==> src/rtl/wk_pkg.sv <==
`timescale 1ns/1ps
package wk_pkg;
  typedef enum logic [1:0] {
    RW_IDLE = 2'd0,
    RW_DOM  = 2'd1,
    RW_REC  = 2'd2
  } rw_state_e;
endpackage

==> src/rtl/wk_sync.sv <==
`timescale 1ns/1ps
module wk_sync #(
  parameter int W = 2
) (
  input  logic         clk,
  input  logic         rst_n,
  input  logic [W-1:0] d,
  output logic [W-1:0] q
);
  for (genvar i = 0; i < W; i++) begin : g_bit
    logic meta, stab;
    always_ff @(posedge clk or negedge rst_n) begin
      if (!rst_n) begin
        meta <= 1'b0;
        stab <= 1'b0;
      end else begin
        meta <= d[i];
        stab <= meta;
      end
    end
    assign q[i] = stab;
  end
endmodule

==> src/rtl/wk_remote.sv <==
`timescale 1ns/1ps
module wk_remote
  import wk_pkg::*;
#(
  parameter int DOM_MIN = 8,
  parameter int REC_MIN = 8
) (
  input  logic clk,
  input  logic rst_n,
  input  logic armed,
  input  logic dom,
  output logic hit
);
  localparam int MAXC = (DOM_MIN > REC_MIN) ? DOM_MIN : REC_MIN;
  localparam int CW   = $clog2(MAXC + 1);
  localparam logic [CW-1:0] DOM_LIM  = CW'(DOM_MIN);
  localparam logic [CW-1:0] REC_LIM  = CW'(REC_MIN);
  localparam logic [CW-1:0] REC_LAST = CW'(REC_MIN - 1);
  localparam logic [CW-1:0] ONE      = CW'(1);

  function automatic logic [CW-1:0] sat_inc(input logic [CW-1:0] c, input logic [CW-1:0] lim);
    return (c >= lim) ? c : c + 1'b1;
  endfunction

  rw_state_e st, st_n;
  logic [CW-1:0] cnt, cnt_n;
  logic second, second_n;   // 1: current pair is the second one
  logic dom_short;          // dominant ended below its minimum
  logic rec_done;           // last recessive sample of the second pair

  assign dom_short = (st == RW_DOM) && !dom && (cnt < DOM_LIM);
  assign rec_done  = (st == RW_REC) && !dom && second && (cnt == REC_LAST);

  always_comb begin
    st_n = st;
    cnt_n = cnt;
    second_n = second;
    hit = 1'b0;
    if (!armed) begin
      st_n = RW_IDLE; cnt_n = '0; second_n = 1'b0;
    end else begin
      case (st)
        RW_IDLE: if (dom) begin
          st_n = RW_DOM; cnt_n = ONE; second_n = 1'b0;
        end
        RW_DOM: begin
          if (dom) cnt_n = sat_inc(cnt, DOM_LIM);
          else if (cnt >= DOM_LIM) begin st_n = RW_REC; cnt_n = ONE; end
          else begin st_n = RW_IDLE; cnt_n = '0; second_n = 1'b0; end
        end
        RW_REC: begin
          if (!dom) begin
            if (rec_done) begin
              hit = 1'b1; st_n = RW_IDLE; cnt_n = '0; second_n = 1'b0;
            end else cnt_n = sat_inc(cnt, REC_LIM);
          end else begin
            st_n = RW_DOM; cnt_n = ONE; second_n = (cnt >= REC_LIM);
          end
        end
        default: begin st_n = RW_IDLE; cnt_n = '0; second_n = 1'b0; end
      endcase
    end
  end

  always_ff @(posedge clk or negedge rst_n) begin
    if (!rst_n) begin
      st <= RW_IDLE; cnt <= '0; second <= 1'b0;
    end else begin
      st <= st_n; cnt <= cnt_n; second <= second_n;
    end
  end

  assert_restart_R3: assert property (@(posedge clk) disable iff (!rst_n)
    (armed && dom_short) |=> (st == RW_IDLE && !second))
    else $error("short dominant did not restart");
  assert_hit_rec_R2: assert property (@(posedge clk) disable iff (!rst_n)
    hit |-> (!dom && $past(!dom)))
    else $error("remote hit outside a recessive run");
  assert_disarm_R7: assert property (@(posedge clk) disable iff (!rst_n)
    !armed |=> (st == RW_IDLE))
    else $error("pattern survived disarm");
endmodule

==> src/rtl/wk_local.sv <==
`timescale 1ns/1ps
module wk_local #(
  parameter int DEB_CYC = 20
) (
  input  logic clk,
  input  logic rst_n,
  input  logic armed,
  input  logic pin,
  output logic level,
  output logic hit
);
  localparam int CW = $clog2(DEB_CYC + 1);
  localparam logic [CW-1:0] DEB_LAST = CW'(DEB_CYC - 1);

  logic          lvl_q;
  logic [CW-1:0] dcnt;
  logic          differs, settle;

  assign differs = (pin != lvl_q);
  assign settle  = differs && (dcnt == DEB_LAST);
  assign hit     = settle && armed;
  assign level   = lvl_q;

  always_ff @(posedge clk or negedge rst_n) begin
    if (!rst_n) begin
      lvl_q <= 1'b0;
      dcnt  <= '0;
    end else if (settle) begin
      lvl_q <= pin;
      dcnt  <= '0;
    end else if (differs) begin
      dcnt <= dcnt + 1'b1;
    end else begin
      dcnt <= '0;
    end
  end

  assert_glitch_R6: assert property (@(posedge clk) disable iff (!rst_n)
    !differs |=> $stable(lvl_q))
    else $error("bias moved without a differing sample");
  assert_follow_R6: assert property (@(posedge clk) disable iff (!rst_n)
    !$stable(lvl_q) |-> (lvl_q == $past(pin)))
    else $error("bias took a level the pin did not have");
endmodule

==> src/rtl/wake_detector.sv <==
`timescale 1ns/1ps
module wake_detector #(
  parameter int DOM_MIN = 8,
  parameter int REC_MIN = 8,
  parameter int DEB_CYC = 20
) (
  input  logic clk,
  input  logic rst_n,
  input  logic lowpwr_mode,
  input  logic inhibit,
  input  logic clr,
  input  logic bus_dom,
  input  logic wake_pin,
  output logic wake_evt,
  output logic wake_local,
  output logic bias_up
);
  logic [1:0] sync_q;
  logic       armed, remote_hit, local_hit, any_hit;
  logic       evt_q, loc_q;

  assign armed   = lowpwr_mode && !inhibit;
  assign any_hit = remote_hit || local_hit;

  wk_sync #(.W(2)) u_sync (
    .clk(clk), .rst_n(rst_n), .d({bus_dom, wake_pin}), .q(sync_q)
  );

  wk_remote #(.DOM_MIN(DOM_MIN), .REC_MIN(REC_MIN)) u_remote (
    .clk(clk), .rst_n(rst_n), .armed(armed), .dom(sync_q[1]), .hit(remote_hit)
  );

  wk_local #(.DEB_CYC(DEB_CYC)) u_local (
    .clk(clk), .rst_n(rst_n), .armed(armed), .pin(sync_q[0]),
    .level(bias_up), .hit(local_hit)
  );

  always_ff @(posedge clk or negedge rst_n) begin
    if (!rst_n) begin
      evt_q <= 1'b0;
      loc_q <= 1'b0;
    end else begin
      evt_q <= any_hit || (evt_q && !clr);
      loc_q <= local_hit || (loc_q && !clr);
    end
  end

  assign wake_evt   = evt_q;
  assign wake_local = loc_q;

  assert_armed_only_R1: assert property (@(posedge clk) disable iff (!rst_n)
    $rose(wake_evt) |-> $past(lowpwr_mode && !inhibit))
    else $error("event raised while disarmed");
  assert_sticky_R4: assert property (@(posedge clk) disable iff (!rst_n)
    (wake_evt && !clr) |=> wake_evt)
    else $error("event dropped without clear");
  assert_clear_R4: assert property (@(posedge clk) disable iff (!rst_n)
    (clr && !any_hit) |=> (!wake_evt && !wake_local))
    else $error("clear ignored");
  assert_local_sub_R5: assert property (@(posedge clk) disable iff (!rst_n)
    wake_local |-> wake_evt)
    else $error("local flag without event");
endmodule

==> config.mk <==
export PLATFORM = sky130hd
export DESIGN_NAME = wake_detector
export DESIGN_NICKNAME = d
export VERILOG_FILES = /design/src/rtl/wk_pkg.sv /design/src/rtl/wk_sync.sv /design/src/rtl/wk_remote.sv /design/src/rtl/wk_local.sv /design/src/rtl/wake_detector.sv
export SDC_FILE = /design/constraint.sdc
export NUM_CORES = 1
export LEC_CHECK = 0
export BUFFER_PORTS_ARGS = -buffer_cell sky130_fd_sc_hd__buf_2
export CAP_MARGIN = 20
export CORE_UTILIZATION = 60
export CTS_CLUSTER_DIAMETER = 100
export DETAILED_ROUTE_END_ITERATION = 6
export PLACE_DENSITY = 0.79
export SETUP_SLACK_MARGIN = 0.02
export SYNTH_ARGS = -nofsm -noshare
export SYNTH_HDL_FRONTEND = slang
export SYNTH_HIERARCHICAL = 1
export SYNTH_SLANG_ARGS = --single-unit
==> constraint.sdc <==
create_clock -name clk -period 2.9 [get_ports clk]
set_input_delay 0.145 -clock clk [delete_from_list [all_inputs] [get_ports clk]]
set_output_delay 0.145 -clock clk [all_outputs]
set_load 0.02 [all_outputs]
Word-level counts from Yosys, hierarchy flattened:

Cells that the tools add are included.

* register bits after elaboration: 19
* bits of input ports: 7
* output and inout port bits: 3
* word-level logic and storage cells: 68

* add/subtract/negate cells: 2
* $lt $le $gt $ge: 1
* equality and inequality tests: 9
* muxes and demuxes: 28
* reduce and logical (&&, ||, !) cells: 17

Operators by type and width (number)
* 2-to-1 mux 4 bit: 6
* 2-to-1 mux 2 bit: 6
* case mux 4 bit (3 select lines): 1
* 2-to-1 mux 1 bit: 11
* 2-to-1 mux 5 bit: 2
* inequality test 3 bit, second input constant: 3
* logical AND 1 bit: 8
* case mux 2 bit (3 select lines): 1
* adder 5 x 1 -> 5 bit, second input constant: 1
* == test 5 bit, second input constant: 1
* adder 4 x 1 -> 4 bit, second input constant: 1
* == test 4 x 3 -> 1 bit, second input constant: 1
* >= comparator 4 bit, second input constant: 1
* inequality test 4 bit, second input constant: 1
* AND reduction 4 bit: 1
* logical NOT 1 bit: 3
* logical OR 1 bit: 3
* case mux 1 bit (3 select lines): 1
* AND reduction 3 bit: 1
* == test 2 x 1 -> 1 bit, second input constant: 1
* == test 2 bit, second input constant: 1
* logical NOT 2 bit: 1
* inequality test 1 bit: 1

Logic depth before layout (Yosys ltp):

Gate-level depths: netlist of run 1.

* word-level depth: 10
* depth in mapped cells: 5
* gate-level depth less buffers: 5

Cells and area by module:

Netlist of run 1, hierarchy kept.

By module, submodules not included
* wk_remote: times used 1, cells an instance 55, area each 524.3 um2, sequential area each 175.2 um2
* wk_local: times used 1, cells an instance 24, area each 280.3 um2, sequential area each 150.1 um2
* wk_sync: times used 1, cells an instance 6, area each 115.1 um2, sequential area each 100.1 um2
* wake_detector: times used 1, cells an instance 6, area each 77.6 um2, sequential area each 50.0 um2

Least setup slack after synthesis of run 1:

OpenSTA, ideal clock, no wires.

* kind: register -> register
* from: register u_remote.cnt[0]
* to: register u_remote.cnt[0]
* library setup time: 82 ps
* data arrival time: 1393 ps
* required time: 2818 ps
* path slack: 1426 ps
* stages on the path, launching flop included: 5
* path buffers: 0
* clock period less this slack: 1474 ps
* cells stage by stage: dfrtp_1 > ha_1 > and4b_2 > o41a_1 > a31oi_1

* longest elaborated chain between the ends: 6
* elaborated cells on any way between the ends: 11
* classes of those cells: add/sub (1); order compare (1); eq/ne (1); mux (7); reduce/logical (1)

Ends and longest elaborated chain
* start, declared: RTL line wk_remote.sv:26 `logic [CW-1:0] cnt, cnt_n;`
* start signal, assigned: RTL line wk_remote.sv:69 `st <= st_n; cnt <= cnt_n; second <= second_n;`
* adder 4 x 1 -> 4 bit, or another cell as far along: RTL line wk_remote.sv:22 `return (c >= lim) ? c : c + 1'b1;`
* 2-to-1 mux 4 bit / logical AND 1 bit (equally long branches): RTL line wk_remote.sv:22, wk_remote.sv:32
* 2-to-1 mux 4 bit: RTL line wk_remote.sv:53 `if (rec_done) begin`
* 2-to-1 mux 4 bit: RTL line wk_remote.sv:52 `if (!dom) begin`
* case mux 4 bit (3 select lines) (*): RTL line wk_remote.sv:42 `case (st)`
* 2-to-1 mux 4 bit (*): RTL line wk_remote.sv:39 `if (!armed) begin`

Mark *: on every way between the ends. The rest lies on a longest branch, timed or not.
A chain may end at the register's enable or synchronous reset.

Final worst setup path of run 1:

Same ends and word-level chain as after synthesis.

==> summary.md, run 1 <==
| Metric | Value |
|---|---|
| Routed wire length | `about 1700 µm` |
| Yosys top cell area share | `47.7%` |
| Worst setup EP type | `flip-flop` |
| Syn Area/Cell | `about 11 µm²` |
| Post-place setup slack | `approximately 1300 ps` |
| Hpwl dp | `roughly 1300 µm` |
| Syn nets | `between 100 and 150` |
| Synth cell types | `41` |
| I/O pins | `10` |
| Wire per inst | `~15 µm` |
| Starting DRT DRC Count | `22` |
| CP Class | `reg -> reg` |
| CTS tree | `built` |
| GR Overflow Total | `0` |
| Part of the power in registers | `62.2%` |
| Final hold vios | `0` |
| Later-pin clock latency in the skew report | `roughly 290 ps` |
| Largest net degree at the start of global routing | `20` |
| Placed cell areas | `roughly 1000 µm²` |
| Die height | `between 40 and 50 µm` |
| Fin. max-slew vios | `0` |
| Synthesized area | `997 µm²` |
| Post-Route Setup TNS | `0 ps` |
| RR Startpoint | `u_remote/cnt[0]` |
| Max VDD drop | `387 µV` |
| FP Rows | `14` |
| Run status | `complete, no violations` |
| Placer Congestion | `0.794` |
| Async S/R FF share, synth | `100%` |
| Setup ws final | `1250 ps` |
| Root buf cell | `clkbuf_4` |
| Worst-margin pin slew | `between 400 and 500 ps` |
| Power per Cell Area | `about 430 nW/µm²` |
| Crit path time final | `roughly 1600 ps` |
| Via count of the first global-routing pass | `around 730` |
| Min-delay worst type | `in -> reg` |
| RSZ-0062 raised after global routing | `no` |
| YS warnings | `6` |
| Setup violators final | `0` |
| DR vias | `between 700 and 800` |
| 1st-pass router iterations | `4` |
| Die width | `42.8 µm` |
| Nets | `about 110` |
| Hold_sp | `clr` |
| Max-Cap Viols | `0` |
| Hold endpoint | `wake_local` |
| Gate Count Post-Synth | `slightly above 90` |
| Synth Flop Type | `dfrtp_1` |
| ANT nets after route | `0` |
| Die Area | `~1800 µm²` |
| Sequential share of the synthesized area | `47.7%` |
| Area grow syn2layout | `7.28%` |
| Met3 Usage GRT | `5.53%` |
| Met2 Usage GRT | `37.3%` |
| Flop2flop setup slack | `~1300 ps` |
| PortBufs | `9` |
| Core box area | `1520 µm²` |
| Post-synth top area cell | `dfrtp_1` |
| Worst r2r path cells | `4` |
| N_diodes | `0` |
| Lkg Pwr | `~0.49 nW` |
| Met1 GRT Util | `27.3%` |
| DRC viols | `0` |
| Max Clock Skew | `between 1 and 1.5 ps` |
| Htree depth | `1` |
| FMAX | `between 600 and 700 MHz` |
| Worst EP required | `between 3000 and 4000 ps` |
| Initial Util | `between 60% and 70%` |
| Top area cells in the synthesized netlist | `dfrtp_1 48%, ha_1 3.8%, nor2_1 3.8%` |
| Layout cells sized above 1 | `between 10% and 20%` |
| NetSw | `~0.11 mW` |
| Final core occ | `a little over two thirds` |
| Crit-path max FO | `6` |
| Hold Path Stages | `3` |
| CP Launch Type | `flip-flop` |
| Worst slew margin | `about two thirds` |
| CTS clk-pin slew, worst paths | `roughly 100 ps` |
| Clock power frac | `between 20% and 30%` |
| Final Cycle Share | `between 50 and 60%` |
| Initial antenna violation count | `0` |
| CP arrival | `about 1900 ps` |
| Post-synth EDFFs | `0` |
| Net Sw Frac | `24.7%` |
| Bufs on Longest Clock Path | `2` |
| Clock sinks | `19` |
| Fin area | `between 1000 and 1500 µm²` |
| GR peak layer | `met2` |
| Internal power | `between 0.3 and 0.4 mW` |
| First-pass GRT wire length | `3020 µm` |
| CTS Buf Count | `3` |
| Synth Register Bits | `19` |
| Comb pwr share | `between 9 and 10%` |
| Vias per cell | `6.23` |
| Tot GR Track Use | `between 20% and 30%` |
| Reg-to-Reg End | `u_remote/cnt[0]` |
==> cell usage in the layout (no fill, tap or decap), types with 3 or more instances in the layout <==
master	n
nand2_1	3
ha_1	3
buf_2	9
dfrtp_1	19
clkbuf_4	3
xor2_1	3
dlygate4sd3_1	3
nand3_1	3
inv_1	6
nor2_1	10
==> area by class of cell <==
cell class / count / area (µm²)
clock inverter: 1 / 5.00
timing repair buffer: 12 / 75.1
inverter: 6 / 22.5
clock buffer: 3 / 22.5
multi-input combinational: 60 / 449
fill: 121 / 454
sequential: 19 / 475
tap: 16 / 20.0
==> what timing repair did <==
| action | 4_1_cts | 5_1_grt |
|---|---|---|
| buffers inserted | 0 | 0 |
| endpoints found under the hold margin | 21 | 0 |
| hold buffers | 3 | 0 |
| gates resized for setup | 0 | 0 |
| setup endpoints to repair | 0 | 0 |
==> stage by stage <==
step           instances  hold slack (ps)  power, mW
2_1_floorplan         91             -151      0.316
3_3_place_gp         110             98.6      0.326
3_5_place_dp         110             99.8      0.328
4_1_cts              117              135      0.465
5_1_grt              117              163      0.481
6_report             117              143      0.457
==> registers in the layout, summed over array words and instances, names as in the netlist <==
register,count
u_sync/g_bit.stab,2
wake_evt,1
u_remote/cnt,4
u_remote/second,1
u_remote/st,2
u_sync/g_bit.meta,2
u_local/level,1
wake_local,1
u_local/dcnt,5
==> synth_stat cells, types with 2 or more instances <==
cell type   n
nand2_1     3
a21oi_1     2
nand2b_1    2
nand3b_1    2
o21ai_0     2
ha_1        3
nand4b_1    2
buf_6       2
nand3_1     3
nor2_1     10
xor2_1      3
buf_4       3
xnor2_1     2
or3_1       2
inv_1       6
dfrtp_1    19
==> per-layer routing <==
| layer | wire length (µm) | share of wire [%] |
|---|---|---|
| met1 | 755 | 43 |
| met2 | 860 | 49 |
| met3 | 78 | 4.5 |
| met4 | 48 | 2.8 |
| met5 | 0 | 0 |
==> critical path: stages, from the launching register on <==
cell and delay [ps]:
dfrtp_1 450, ha_1 290, and4b_2 270, o41a_1 390
a31oi_1 170
==> how the worst max path moves through the flow <==
stage	from	end	cells after the start
after floorplan	u_remote/cnt[0]	u_remote/cnt[0]	4
after global placement	u_remote/cnt[0]	u_remote/cnt[0]	4
after detailed placement	u_remote/cnt[0]	u_remote/cnt[0]	4
after CTS	u_remote/cnt[0]	u_remote/cnt[0]	4
after global routing	u_remote/cnt[0]	u_remote/cnt[0]	4
final	u_remote/cnt[0]	u_remote/cnt[0]	4
==> cells by family after synthesis <==
| group | count (synthesis) | synth area share (%) |
|---|---|---|
| flops | 19 | 47.7 |
| fa+ha+maj | 3 | 3.76 |
| compound gates | 18 | 13.8 |
| mux | 1 | 1.13 |
| simple gates | 33 | 22.0 |
| xor+xnor | 5 | 4.39 |
| buf+inv | 12 | 7.28 |
==> power by group through the flow <==
| stage | Sequential (mW) | Combinational (mW) | Clock, mW |
|---|---|---|---|
| global placement | 0.288 | 0.0372 | 0 |
| floorplan | 0.283 | 0.0330 | 0 |
| CTS | 0.284 | 0.0423 | 0.139 |
| global route | 0.286 | 0.0483 | 0.146 |
| finish | 0.284 | 0.0418 | 0.131 |
| detailed placement | 0.289 | 0.0390 | 0 |
Note: power is estimated with default switching activity, not from simulation.
==> run 2: changes to the inputs <==
--- a/config.mk
+++ b/config.mk
@@ -7,10 +7,10 @@
 export LEC_CHECK = 0
 export BUFFER_PORTS_ARGS = -buffer_cell sky130_fd_sc_hd__buf_2
 export CAP_MARGIN = 20
-export CORE_UTILIZATION = 60
+export CORE_UTILIZATION = 51
 export CTS_CLUSTER_DIAMETER = 100
 export DETAILED_ROUTE_END_ITERATION = 6
-export PLACE_DENSITY = 0.79
+export PLACE_DENSITY = 0.71
 export SETUP_SLACK_MARGIN = 0.02
 export SYNTH_ARGS = -nofsm -noshare
 export SYNTH_HDL_FRONTEND = slang
==> constraint.sdc (replaced) <==
create_clock -name clk -period 1.5 [get_ports clk]
set_input_delay 0.075 -clock clk [delete_from_list [all_inputs] [get_ports clk]]
set_output_delay 0.075 -clock clk [all_outputs]
set_load 0.02 [all_outputs]
==> summary.md, run 2 (synthesis gave the netlist of run 1 again) <==
| Metric | Value |
|---|---|
| DRC viols | `0 (unchanged)` |
| Worst EP required | `1720 ps (-1400 ps)` |
| Crit path largest cell delay | `420 ps (-30 ps)` |
| Area grow syn2layout | `12.5%` |
| Post-Route Setup TNS | `0 ps (unchanged)` |
| GR Overflow Total | `0 (unchanged)` |
| Setup ws final | `83.1 ps (-1170 ps)` |
| Commonest non-fill, non-tap cells in the layout | `19 x dfrtp_1, 10 x nor2_1, 9 x buf_2` |
| Wire per inst | `12.7 µm (-14%)` |
| Crit path time final | `1420 ps (-228 ps)` |
| Final Cycle Share | `94.5% (+38 points)` |
| Layout cells sized above 1 | `22.9% (+4.0 points)` |
| Htree depth | `1 (unchanged)` |
| CTS tree | `built` |
| Via count of the first global-routing pass | `651 (-11%)` |
| Internal power | `0.670 mW (+95%)` |
| Die Area | `2140 µm² (+17%)` |
| Vias per cell | `5.38 (-14%)` |
| Routed wire length | `1660 µm (-5.0%)` |
| Max VDD drop | `756 µV (+95%)` |
| Hold slack final | `66.7 ps (-76.4 ps)` |
| Min-delay worst type | `in -> reg` |
| # fillers | `151 (+25%)` |
| Root buf cell | `clkbuf_4` |
| Placed cells | `123 (+12%)` |
| PortBufs | `9 (unchanged)` |
| Power, Total | `0.884 mW (+94%)` |
| Net Sw Frac | `24.3% (-0.45 points)` |
| Final core occ | `62.9% (-7.2 points)` |
| Final hold vios | `0 (unchanged)` |
| CTS Buf Count | `3 (unchanged)` |
| N_diodes | `0 (unchanged)` |
| Die height | `46.2 µm (+8.1%)` |
| Max Clock Skew | `3.48 ps (+2.48 ps)` |
| DR vias | `699 (-4.1%)` |
| 1st-pass router iterations | `4 (unchanged)` |
| CP Launch Type | `flip-flop` |
| Multi-input logic area | `460 µm² (+2.5%)` |
| Register area | `475 µm² (unchanged)` |
| RSZ-0062 raised after global routing | `no` |
| Power per Cell Area | `788 nW/µm² (+85%)` |
| Starting DRT DRC Count | `19 (-14%)` |
| Max reg flops | `5 (unchanged)` |
| Worst slew margin | `73.1% (+4.6 points)` |
| Placed cell areas | `1050 µm² (+4.1%)` |
| Placer Congestion | `0.838 (+5.4%)` |
| Nets | `116 (+3.6%)` |
| CP arrival | `1640 ps (-230 ps)` |
| Final non-filler cell total | `130 (+11%)` |
| NetSw | `0.214 mW (+90%)` |
| FP Rows | `15 (+1)` |
| Largest register by flop count | `u_local/dcnt` |
| Comb pwr share | `9.8% (+0.6 points)` |
| Clock power frac | `28.2% (-0.5 points)` |
| Setup bufs post-CTS | `0 (unchanged)` |
| Clock sinks | `19 (unchanged)` |
| Largest regs | `u_local/dcnt x5, u_remote/cnt x4` |
| ANT nets after route | `0 (unchanged)` |
| Tot GR Track Use | `18.3% (-4.3 points)` |
| Lkg Pwr | `0.512 nW (+4.3%)` |
| Worst setup EP type | `flip-flop` |
| CTS clk-pin slew, worst paths | `100 ps (about the same)` |
| Initial Util | `55.9% (-9.5 points)` |
| Part of the power in registers | `62.0% (-0.2 points)` |
| Fin. max-slew vios | `0 (unchanged)` |
| Core box area | `1780 µm² (+17%)` |
| Max-Cap Viols | `0 (unchanged)` |
| Slowest stage cell, crit path | `dfrtp_1` |
| Run status | `complete, no violations` |
| Die width | `46.2 µm (+8.1%)` |
| Worst-margin pin slew | `404 ps (-68.4 ps)` |
| Post-place setup slack | `55.1 ps (-1260 ps)` |
| First-pass GRT wire length | `2720 µm (-10%)` |
| CP Class | `reg -> reg` |
| Most common library cell in the layout ignoring fill and taps | `dfrtp_1` |
| Fin area | `1120 µm² (+4.9%)` |
| Initial antenna violation count | `0 (unchanged)` |
| Critical Path, Cell by Cell | `ha_2 -> and4b_2 -> o41a_1 -> a31oi_1` |
| Crit-path max FO | `4 (-2)` |
| Setup violators final | `0 (unchanged)` |
| FMAX | `706 MHz (+16%)` |
| Hpwl dp | `1230 µm (-4.2%)` |
| Bufs on Longest Clock Path | `2 (unchanged)` |
| I/O pins | `10 (unchanged)` |
| Later-pin clock latency in the skew report | `290 ps (about the same)` |
| Largest net degree at the start of global routing | `20 (unchanged)` |
## run 2: cell types whose count changed in the layout (fill, tap and decap cells not counted), sizes merged
| cell | change |
|---|---|
| buf | +4 |
## run 2: area by class of cell
cell class	instances	area share, %
Inverter	6	2.01
Clock inverter	1	0.446
Timing Repair Buffer	16	9.36
Tap cell	25	2.79
Multi-Input combinational cell	60	41.0
Clock buffer	3	2.01
Sequential cell	19	42.4
## run 2: repair_timing
item / in CTS / in global routing
hold buffers: 3 / 0
resized for setup: 0 / 2
hold endpoints to repair: 21 / 0
endpoints found under the setup margin: 0 / 3
## run 2: worst paths after layout
check                                        to  slack (ps)            startpoint  cells past startpoint
min                                  wake_local          70                   clr                      3
max in group asynchronous       u_local/dcnt[0]         990                 rst_n                      2
min reg2reg                u_sync/g_bit[1].stab         360  u_sync/g_bit[1].meta                      0
max reg2reg                     u_remote/cnt[0]          80       u_remote/cnt[1]                      4
min in group asynchronous       u_remote/cnt[0]         220                 rst_n                      2
max                             u_remote/cnt[0]          80       u_remote/cnt[1]                      4
## run 2: per-layer routing
metal  up-vias  share of wire, %  global-route usage (%)
met5         -                 0                       0
met4         0                 0                    6.47
met3         0               5.3                    7.84
met2        23                49                    27.6
met1       331                46                    23.3
li1        345                 -                       -
## run 2: power groups by stage
stage,logic [mW],registers (mW),clock network (mW)
after floorplan,0.0637,0.547,0
after global placement,0.0786,0.556,0
after detailed placement,0.0801,0.557,0
after CTS,0.0866,0.547,0.264
after global routing,0.0988,0.551,0.286
final,0.0868,0.548,0.249
## run 2: critical path, delay by kind of cell (launching register included)
| family | cells | cell delay, ps |
|---|---|---|
| simple gates | 1 | 230 |
| fa+ha+maj | 1 | 190 |
| flops | 1 | 420 |
| compound gates | 2 | 500 |
